===== config.mk =====
export PLATFORM = sky130hd
export DESIGN_NAME = cfgl_boot_loader
export DESIGN_NICKNAME = d
export VERILOG_FILES = /design/src/rtl/cfgl_pkg.sv /design/src/rtl/cfgl_hold_ctrl.sv /design/src/rtl/cfgl_strobe_gen.sv /design/src/rtl/cfgl_load_seq.sv /design/src/rtl/cfgl_boot_loader.sv
export SDC_FILE = /design/constraint.sdc
export NUM_CORES = 1
export LEC_CHECK = 0
export ABC_AREA = 1
export BUFFER_PORTS_ARGS = -buffer_cell sky130_fd_sc_hd__buf_2
export CORE_MARGIN = 8
export CORE_UTILIZATION = 25
export CTS_CLUSTER_DIAMETER = 80
export CTS_CLUSTER_SIZE = 40
export DETAILED_ROUTE_END_ITERATION = 10
export HOLD_SLACK_MARGIN = 0.08
export SYNTH_ARGS = -nofsm -noshare
export SYNTH_HDL_FRONTEND = slang
export SYNTH_SLANG_ARGS = --single-unit

===== constraint.sdc =====
create_clock -name clk -period 1.7 [get_ports clk]
set_input_delay 0.34 -clock clk [delete_from_list [all_inputs] [get_ports clk]]
set_output_delay 0.34 -clock clk [all_outputs]
set_load 0.1 [all_outputs]

===== src/rtl/cfgl_pkg.sv =====
package cfgl_pkg;

    localparam int ADDR_W   = 12;
    localparam int DATA_W   = 8;
    localparam int SEL_W    = 3;
    localparam int SLOW_DIV = 32;
    localparam int FAST_DIV = 16;
    localparam int DIV_W    = $clog2(SLOW_DIV);

    typedef enum logic [SEL_W-1:0] {
        SPD_SLOW = 3'b000,
        SPD_FAST = 3'b001
    } speed_code_e;

    typedef struct packed {
        logic              en;
        logic [ADDR_W-1:0] addr;
        logic [DATA_W-1:0] data;
    } cfg_write_t;

    // Strobe period for a speed code; unlisted codes use the slow rate.
    function automatic logic [DIV_W:0] div_ratio(input logic [SEL_W-1:0] sel);
        if (sel == SPD_FAST) return (DIV_W+1)'(FAST_DIV);
        return (DIV_W+1)'(SLOW_DIV);
    endfunction

endpackage


===== src/rtl/cfgl_hold_ctrl.sv =====
module cfgl_hold_ctrl #(
    parameter int HOLD_CYC = 3
) (
    input  logic clk,
    input  logic preset_n,
    input  logic offline,
    output logic hold,
    output logic off_fall
);
    localparam int HW = $clog2(HOLD_CYC + 1);

    logic          offline_q;
    logic [HW-1:0] hold_cnt;
    logic          trig;

    assign trig     = !preset_n || (offline != offline_q);
    assign hold     = trig || (hold_cnt != '0);
    assign off_fall = offline_q && !offline;

    always_ff @(posedge clk) begin
        offline_q <= offline;
        if (trig)
            hold_cnt <= HW'(HOLD_CYC);
        else if (hold_cnt != '0)
            hold_cnt <= hold_cnt - 1'b1;
    end

    // an offline change keeps the hold on for the following cycles
    assert_offline_hold_R6: assert property (@(posedge clk) disable iff (!preset_n)
        (offline != offline_q) |=> hold ##1 hold ##1 hold);

endmodule


===== src/rtl/cfgl_strobe_gen.sv =====
module cfgl_strobe_gen
    import cfgl_pkg::*;
(
    input  logic             clk,
    input  logic             preset_n,
    input  logic             hold,
    input  logic             run,
    input  logic [SEL_W-1:0] speed_sel,
    output logic             strobe,
    output logic             tick
);
    logic [DIV_W-1:0] div_cnt;
    logic [DIV_W:0]   ratio;
    logic             live;

    assign ratio  = div_ratio(speed_sel);
    assign live   = run && !hold;
    assign tick   = live && ({1'b0, div_cnt} >= ratio - 1'b1);
    assign strobe = live && ({1'b0, div_cnt} < (ratio >> 1));

    always_ff @(posedge clk) begin
        if (!live || tick)
            div_cnt <= '0;
        else
            div_cnt <= div_cnt + 1'b1;
    end

    // capture happens in the low half of the strobe period
    assert_capture_low_R3: assert property (@(posedge clk) disable iff (!preset_n)
        tick |-> !strobe);

    // the strobe starts high again right after a capture while running
    assert_period_restart_R3: assert property (@(posedge clk) disable iff (!preset_n)
        (tick && run) |=> (strobe || hold || !run));

endmodule


===== src/rtl/cfgl_load_seq.sv =====
module cfgl_load_seq
    import cfgl_pkg::*;
#(
    parameter int LOAD_LEN = 64
) (
    input  logic              clk,
    input  logic              preset_n,
    input  logic              hold,
    input  logic              off_fall,
    input  logic              offline,
    input  logic              auto_mode,
    input  logic              tick,
    input  logic              rd_req,
    input  logic [DATA_W-1:0] din,
    output cfg_write_t        wr,
    output logic [ADDR_W-1:0] addr,
    output logic              done,
    output logic              ready,
    output logic              err_n
);
    localparam logic [ADDR_W-1:0] LAST = ADDR_W'(LOAD_LEN - 1);

    logic rd_q;
    logic man_cap;

    assign man_cap = offline && !auto_mode && !done && !hold && rd_req && !rd_q;

    always_comb begin
        wr.en   = tick || man_cap;
        wr.addr = addr;
        wr.data = din;
    end

    always_ff @(posedge clk) begin
        rd_q <= rd_req;
        if (hold) begin
            addr  <= '0;
            done  <= 1'b0;
            ready <= 1'b0;
        end else begin
            if (wr.en) begin
                if (addr == LAST) done <= 1'b1;
                else              addr <= addr + 1'b1;
            end
            if (man_cap)      ready <= 1'b1;
            else if (!rd_req) ready <= 1'b0;
        end
        if (!preset_n)
            err_n <= 1'b1;
        else if (off_fall && !done)
            err_n <= 1'b0;
    end

    // each non-final write advances the address by one
    assert_addr_step_R2: assert property (@(posedge clk) disable iff (!preset_n)
        (wr.en && addr != LAST && !hold) |=> (addr == $past(addr) + 1'b1) || hold);

    // completion follows the final write
    assert_done_after_last_R5: assert property (@(posedge clk) disable iff (!preset_n)
        (wr.en && addr == LAST && !hold) |=> done || hold);

    // error stays latched until preset
    assert_err_sticky_R8: assert property (@(posedge clk) disable iff (!preset_n)
        !err_n |=> !err_n);

endmodule


===== src/rtl/cfgl_boot_loader.sv =====
module cfgl_boot_loader
    import cfgl_pkg::*;
#(
    parameter int LOAD_LEN = 64,
    parameter int HOLD_CYC = 3
) (
    input  logic              clk,
    input  logic              preset_n,
    input  logic              offline,
    input  logic              auto_mode,
    input  logic [SEL_W-1:0]  speed_sel,
    input  logic              rd_req,
    input  logic [DATA_W-1:0] din,
    output logic              ready,
    output logic              ext_rd_strobe,
    output logic [ADDR_W-1:0] mem_addr,
    output logic              wr_en,
    output logic [ADDR_W-1:0] wr_addr,
    output logic [DATA_W-1:0] wr_data,
    output logic              end_offline,
    output logic              err_n
);
    logic       hold, off_fall, run, tick, done;
    cfg_write_t wr;

    assign run = offline && auto_mode && !done;

    cfgl_hold_ctrl #(.HOLD_CYC(HOLD_CYC)) u_hold (
        .clk(clk), .preset_n(preset_n), .offline(offline),
        .hold(hold), .off_fall(off_fall)
    );

    cfgl_strobe_gen u_strobe (
        .clk(clk), .preset_n(preset_n), .hold(hold), .run(run),
        .speed_sel(speed_sel), .strobe(ext_rd_strobe), .tick(tick)
    );

    cfgl_load_seq #(.LOAD_LEN(LOAD_LEN)) u_seq (
        .clk(clk), .preset_n(preset_n), .hold(hold), .off_fall(off_fall),
        .offline(offline), .auto_mode(auto_mode), .tick(tick),
        .rd_req(rd_req), .din(din), .wr(wr), .addr(mem_addr),
        .done(done), .ready(ready), .err_n(err_n)
    );

    assign wr_en       = wr.en;
    assign wr_addr     = wr.addr;
    assign wr_data     = wr.data;
    assign end_offline = done;

    // nothing is written in the on-line phase
    assert_quiet_online_R1: assert property (@(posedge clk) disable iff (!preset_n)
        !offline |-> (!wr_en && !ext_rd_strobe));

    // no traffic after completion
    assert_idle_after_done_R5: assert property (@(posedge clk) disable iff (!preset_n)
        end_offline |-> (!wr_en && !ext_rd_strobe));

    // the cycle after an offline change is silent and rewound
    assert_change_rewinds_R6: assert property (@(posedge clk) disable iff (!preset_n)
        (offline != $past(offline)) |=> (!wr_en && !end_offline && mem_addr == '0));

endmodule


* Word level (Yosys, flattened, before mapping)
Index checks and enable logic that the tools add are counted.
** Word-level totals
- Register bits after elaboration :: 24
- Bits of input ports :: 16
- Word-level logic and storage cells :: 50
** Cells by class
- Add/subtract/negate cells :: 4
- Order comparisons :: 2
- Eq/ne operators :: 4
- Multiplexer cells :: 5
- Bitwise operators :: 1
- Reduce and logical (&&, ||, !) cells :: 26
** Operators by type and width (count)
- 12-bit by 1-bit adder with 12-bit output (second input constant) :: 1
- 12-bit by 6-bit == test with 1-bit output (second input constant) :: 1
- 1-bit logical AND :: 12
- 6-bit 2-to-1 mux :: 2
- 1-bit logical NOT :: 7
- 5-bit by 6-bit greater-or-equal comparator with 1-bit output :: 1
- 6-bit by 1-bit subtractor with 6-bit output (second input constant) :: 1
- 5-bit by 1-bit adder with 5-bit output (second input constant) :: 1
- 5-bit < comparator :: 1
- 1-bit logical OR :: 4
- 2-bit AND reduction :: 2
- 3-bit by 1-bit == test with 1-bit output (second input constant) :: 1
- 1-bit 2-to-1 mux :: 3
- 2-bit by 1-bit != test with 1-bit output (second input constant) :: 1
- 2-bit nonzero test :: 1
- 2-bit by 1-bit subtractor with 2-bit output (second input constant) :: 1
- 1-bit != test :: 1
- 1-bit NOT :: 1

* Depth between registers and ports, before layout
- Word-level depth :: 9
- Mapped depth :: 10

* Modules after synthesis
Synthesis repeated with hierarchy kept, for this count alone.
** Unflattened totals
- Cell total of the unflattened synthesis :: 216
- Area total of the unflattened synthesis :: 1466.4 um^2
** Modules (own cells, without submodules)
- cfgl_load_seq :: times used 1, cells each 156, area each 1044.8 um^2, seq. area each 320.3 um^2
- cfgl_strobe_gen :: times used 1, cells each 39, area each 271.5 um^2, seq. area each 100.1 um^2
- cfgl_hold_ctrl :: times used 1, cells each 19, area each 140.1 um^2, seq. area each 60.1 um^2
- cfgl_boot_loader :: times used 1, cells each 2, area each 10.0 um^2, seq. area each 0.0 um^2

* Worst setup path after synthesis
OpenSTA, ideal clock, no wires.
- Path type :: register to output
- Start point :: register u_seq.done
- End point :: output port ext_rd_strobe
- Arrival :: 2.617 ns
- Data required time :: 1.360 ns
- Setup slack :: -1.257 ns
- Stages on the path, launching flop included :: 6
- Buffers on the path :: 0
- Path through :: dfxtp_1 -> inv_1 -> nand3_1 -> nor2_2 -> nand2_1 -> a21oi_1
** On the way
- Cells in the longest elaborated chain, start to end :: 4
** Ends and longest elaborated chain
- from (decl) :: RTL line cfgl_load_seq.sv:17 : output logic done,
- from (signal assigned) :: RTL line cfgl_load_seq.sv:38 : done <= 1'b0;
- from (signal assigned) :: RTL line cfgl_load_seq.sv:42 : if (addr == LAST) done <= 1'b1;
- 1-bit logical NOT :: RTL line cfgl_boot_loader.sv:26 : assign run = offline && auto_mode && !done;
- 1-bit logical AND :: RTL line cfgl_boot_loader.sv:26
- 1-bit logical AND :: RTL line cfgl_strobe_gen.sv:17 : assign live = run && !hold;
- 1-bit logical AND :: RTL line cfgl_strobe_gen.sv:19 : assign strobe = live && ({1'b0, div_cnt} < (ratio >> 1));
- to (decl) :: RTL line cfgl_boot_loader.sv:15 : output logic ext_rd_strobe,
Every way passes these cells.

* Worst setup path after layout
- Start point :: register u_hold.offline_q
- End point :: output port ext_rd_strobe
** On the way
- Cells in the longest elaborated chain, start to end :: 6
** Ends and longest elaborated chain
- from (decl) :: RTL line cfgl_hold_ctrl.sv:12 : logic offline_q;
- from (signal assigned) :: RTL line cfgl_hold_ctrl.sv:21 : offline_q <= offline;
- 1-bit != test :: RTL line cfgl_hold_ctrl.sv:16 : assign trig = !preset_n || (offline != offline_q);
- 1-bit logical OR :: RTL line cfgl_hold_ctrl.sv:16
- 1-bit logical OR :: RTL line cfgl_hold_ctrl.sv:17 : assign hold = trig || (hold_cnt != '0);
- 1-bit logical NOT :: RTL line cfgl_strobe_gen.sv:17
- 1-bit logical AND :: RTL line cfgl_strobe_gen.sv:17
- 1-bit logical AND :: RTL line cfgl_strobe_gen.sv:19
Every way passes these cells.

==> metrics.csv <==
metric,value,unit
hold_buffers,0,
final_common_cell,nand2_1,
drt-vias-per-instance,4.19,
grt_use_total,0.0777,
synthToLayoutAreaGrowth,30.0,%
grt_antenna_before_repair,0,
die_x,91.3,µm
dieArea,0.00834,mm²
start_kind,flip-flop,
antenna_left,0,
numCtsBuffers,3,
synth_cells,198,
power_density,586,mW/mm²
worst_pin_slew,491,ps
syn-num-nets,219,
grt_pass1_vias,1222,
worstPathArrival,1520,ps
yosys.area.top_type_share,0.339,
cts_tree,done,
clkSlewWorstSetupHoldPaths,90,ps
synth_seq_area_share,0.339,
overflow,0,
max-cap-violations,0,
whs,192,ps
die_h,91.3,µm
port_buffers,36,
cts_num_sinks,24,
core_area,0.00551,mm²
netlist_area,0.00142,mm²
setup_ws,-157,ps
drive_above_1_share,0.391,
worstSetupPathType,reg -> out,
ctsRootBufferMaster,clkbuf_8,
slew_headroom,0.675,
min_period,1860,ps
num_io_pins,53,
fin_skew,3.69,ps
final_max_slew_viol_count,0,
grt_start_max_net_pins,15,
p_leak,0.000779,µW
clk_path_buf_depth,2,
swShare,0.217,
htreeDepth,1,
yosysTopAreaCell,dfxtp_1,
clk_latency,270,ps
place.gp.congestion,0.815,
rrSetupSlack,140,ps
dp.cells,294,
ys_ff_latch,24,
p_int,846,µW
fin_crit_sh,1.09,
p_comb_frac,0.060,
wl_per_cell,10.4,µm
hold_class,in -> reg,
ys_types,24,
grt_pass1_wl,5530,µm
avgSynthCellArea,7.17,µm²
status,finished with violations,
worst-path-max-fanout,3,
dr.pass1.iters,4,
power_switching,235,µW
fmax,538,MHz
layout_common_cells,"43 x nand2_1, 34 x buf_2, 22 x nand3_1, 19 x nor2_1, 16 x buf_4",
cp.required,1360,ps
stdcell_count,302,
clkPwrFrac,0.414,
drc_errors,0,
hold_violations,0,
irDropWorstVdd,0.389,mV
start_util,0.258,
hpwl,2470,µm
power_frac_seq,0.526,
setup_viol,2,
row_count,27,
diodes,0,
violations,negative setup slack,
drt_first_iter_violations,91,
fin_nets,252,
rsz0062_at_grt,true,
synth_area_leaders,"dfxtp_1 34%, nand2_1 12%, buf_4 11%",
wl,3150,µm
crit_path_end_kind,output port,
vias,1264,
yosys_warnings,0,
final timing paths:
path / from / endpoint / depth (start not counted)
min: rd_req / u_seq.rd_q / 1
max reg2reg: u_seq.addr[0] / u_seq.done / 7
max: u_hold.offline_q / ext_rd_strobe / 6
min reg2reg: u_strobe.div_cnt[0] / u_strobe.div_cnt[0] / 1
stage by stage:
| stage | TNS [ps] | cell area, µm² | total power, µW | utilization | setup slack [ps] |
|---|---|---|---|---|---|
| floorplan | -95.4 | 1490 | 707 | - | -95.4 |
| global placement | -1380 | 1700 | 640 | 0.309 | -149 |
| detailed placement | -1900 | 1700 | 641 | 0.309 | -185 |
| CTS | -255 | 1810 | 1100 | 0.328 | -174 |
| global route | -390 | 1840 | 1130 | 0.335 | -243 |
| finish | -226 | 1840 | 1080 | 0.335 | -157 |
area by class of cell:
type	instances	area, µm²
Clock buffer	4	66.3
Inverter	17	76.3
Fill cell	585	3660
Sequential cell	24	507
Timing Repair Buffer	52	330
Multi-Input combinational cell	133	774
Tap cell	72	90.1
layer usage:
| metal | part of all wire | track usage | up-vias |
|---|---|---|---|
| met5 | 0 | 0 | - |
| met3 | 0.083 | 0.0370 | 2 |
| met1 | 0.47 | 0.0950 | 546 |
| met4 | 0.0035 | 0.0150 | 0 |
| met2 | 0.44 | 0.122 | 36 |
| li1 | - | - | 680 |
cell families (layout without fill, tap and decap cells):
group,Yosys count,after routing,synth area share
xor gates and xnor gates,5,5,0.0309
AOI/OAI and AO/OA,21,21,0.0794
adders and majority gates,5,5,0.0441
DFF,24,24,0.339
buffers and inverters,41,73,0.173
and+or+nand+nor,102,102,0.334
worst max-delay path, cell delays in order, from the launching register on:
cell	delay, ps
dfxtp_2	340
ha_4	270
nand3_4	80
nor2_4	140
nand2_2	90
a21oi_4	140
buf_12	190
power by group through the flow:
stage	Sequential [µW]	Combinational, µW	Clock, µW
after floorplan	593	114	0
after global placement	581	58.2	0
after detailed placement	582	59.5	0
after CTS	569	61.7	469
after global routing	570	71.6	484
final	569	64.7	448
cells in the mapped netlist:
master and number:
a21oi_1 13, a21oi_2 2, buf_2 1, buf_4 20
buf_6 2, clkbuf_1 1, dfxtp_1 24, ha_1 5
inv_1 16, inv_2 1, nand2_1 44, nand2_2 3
nand2_4 1, nand2b_1 1, nand3_1 22, nand3_2 2
nand3b_2 1, nand4_1 3, nor2_1 19, nor2_2 2
nor3b_1 3, o21ai_0 6, or3_1 1, xor2_1 5
sequential cells by signal, indices dropped and copies added, names as in the netlist:
| name | count |
|---|---|
| u_seq.err_n | 1 |
| u_seq.done | 1 |
| u_seq.rd_q | 1 |
| u_seq.addr | 12 |
| u_hold.hold_cnt | 2 |
| u_strobe.div_cnt | 5 |
| u_hold.offline_q | 1 |
| u_seq.ready | 1 |
timing repair:
item,4_1_cts,5_1_grt
setup endpoints to repair,2,14
endpoints found under the hold margin,0,0
setup buffers,3,1
pin swaps,2,7
resized for setup,3,6
Power figures use the tool's default switching activity.
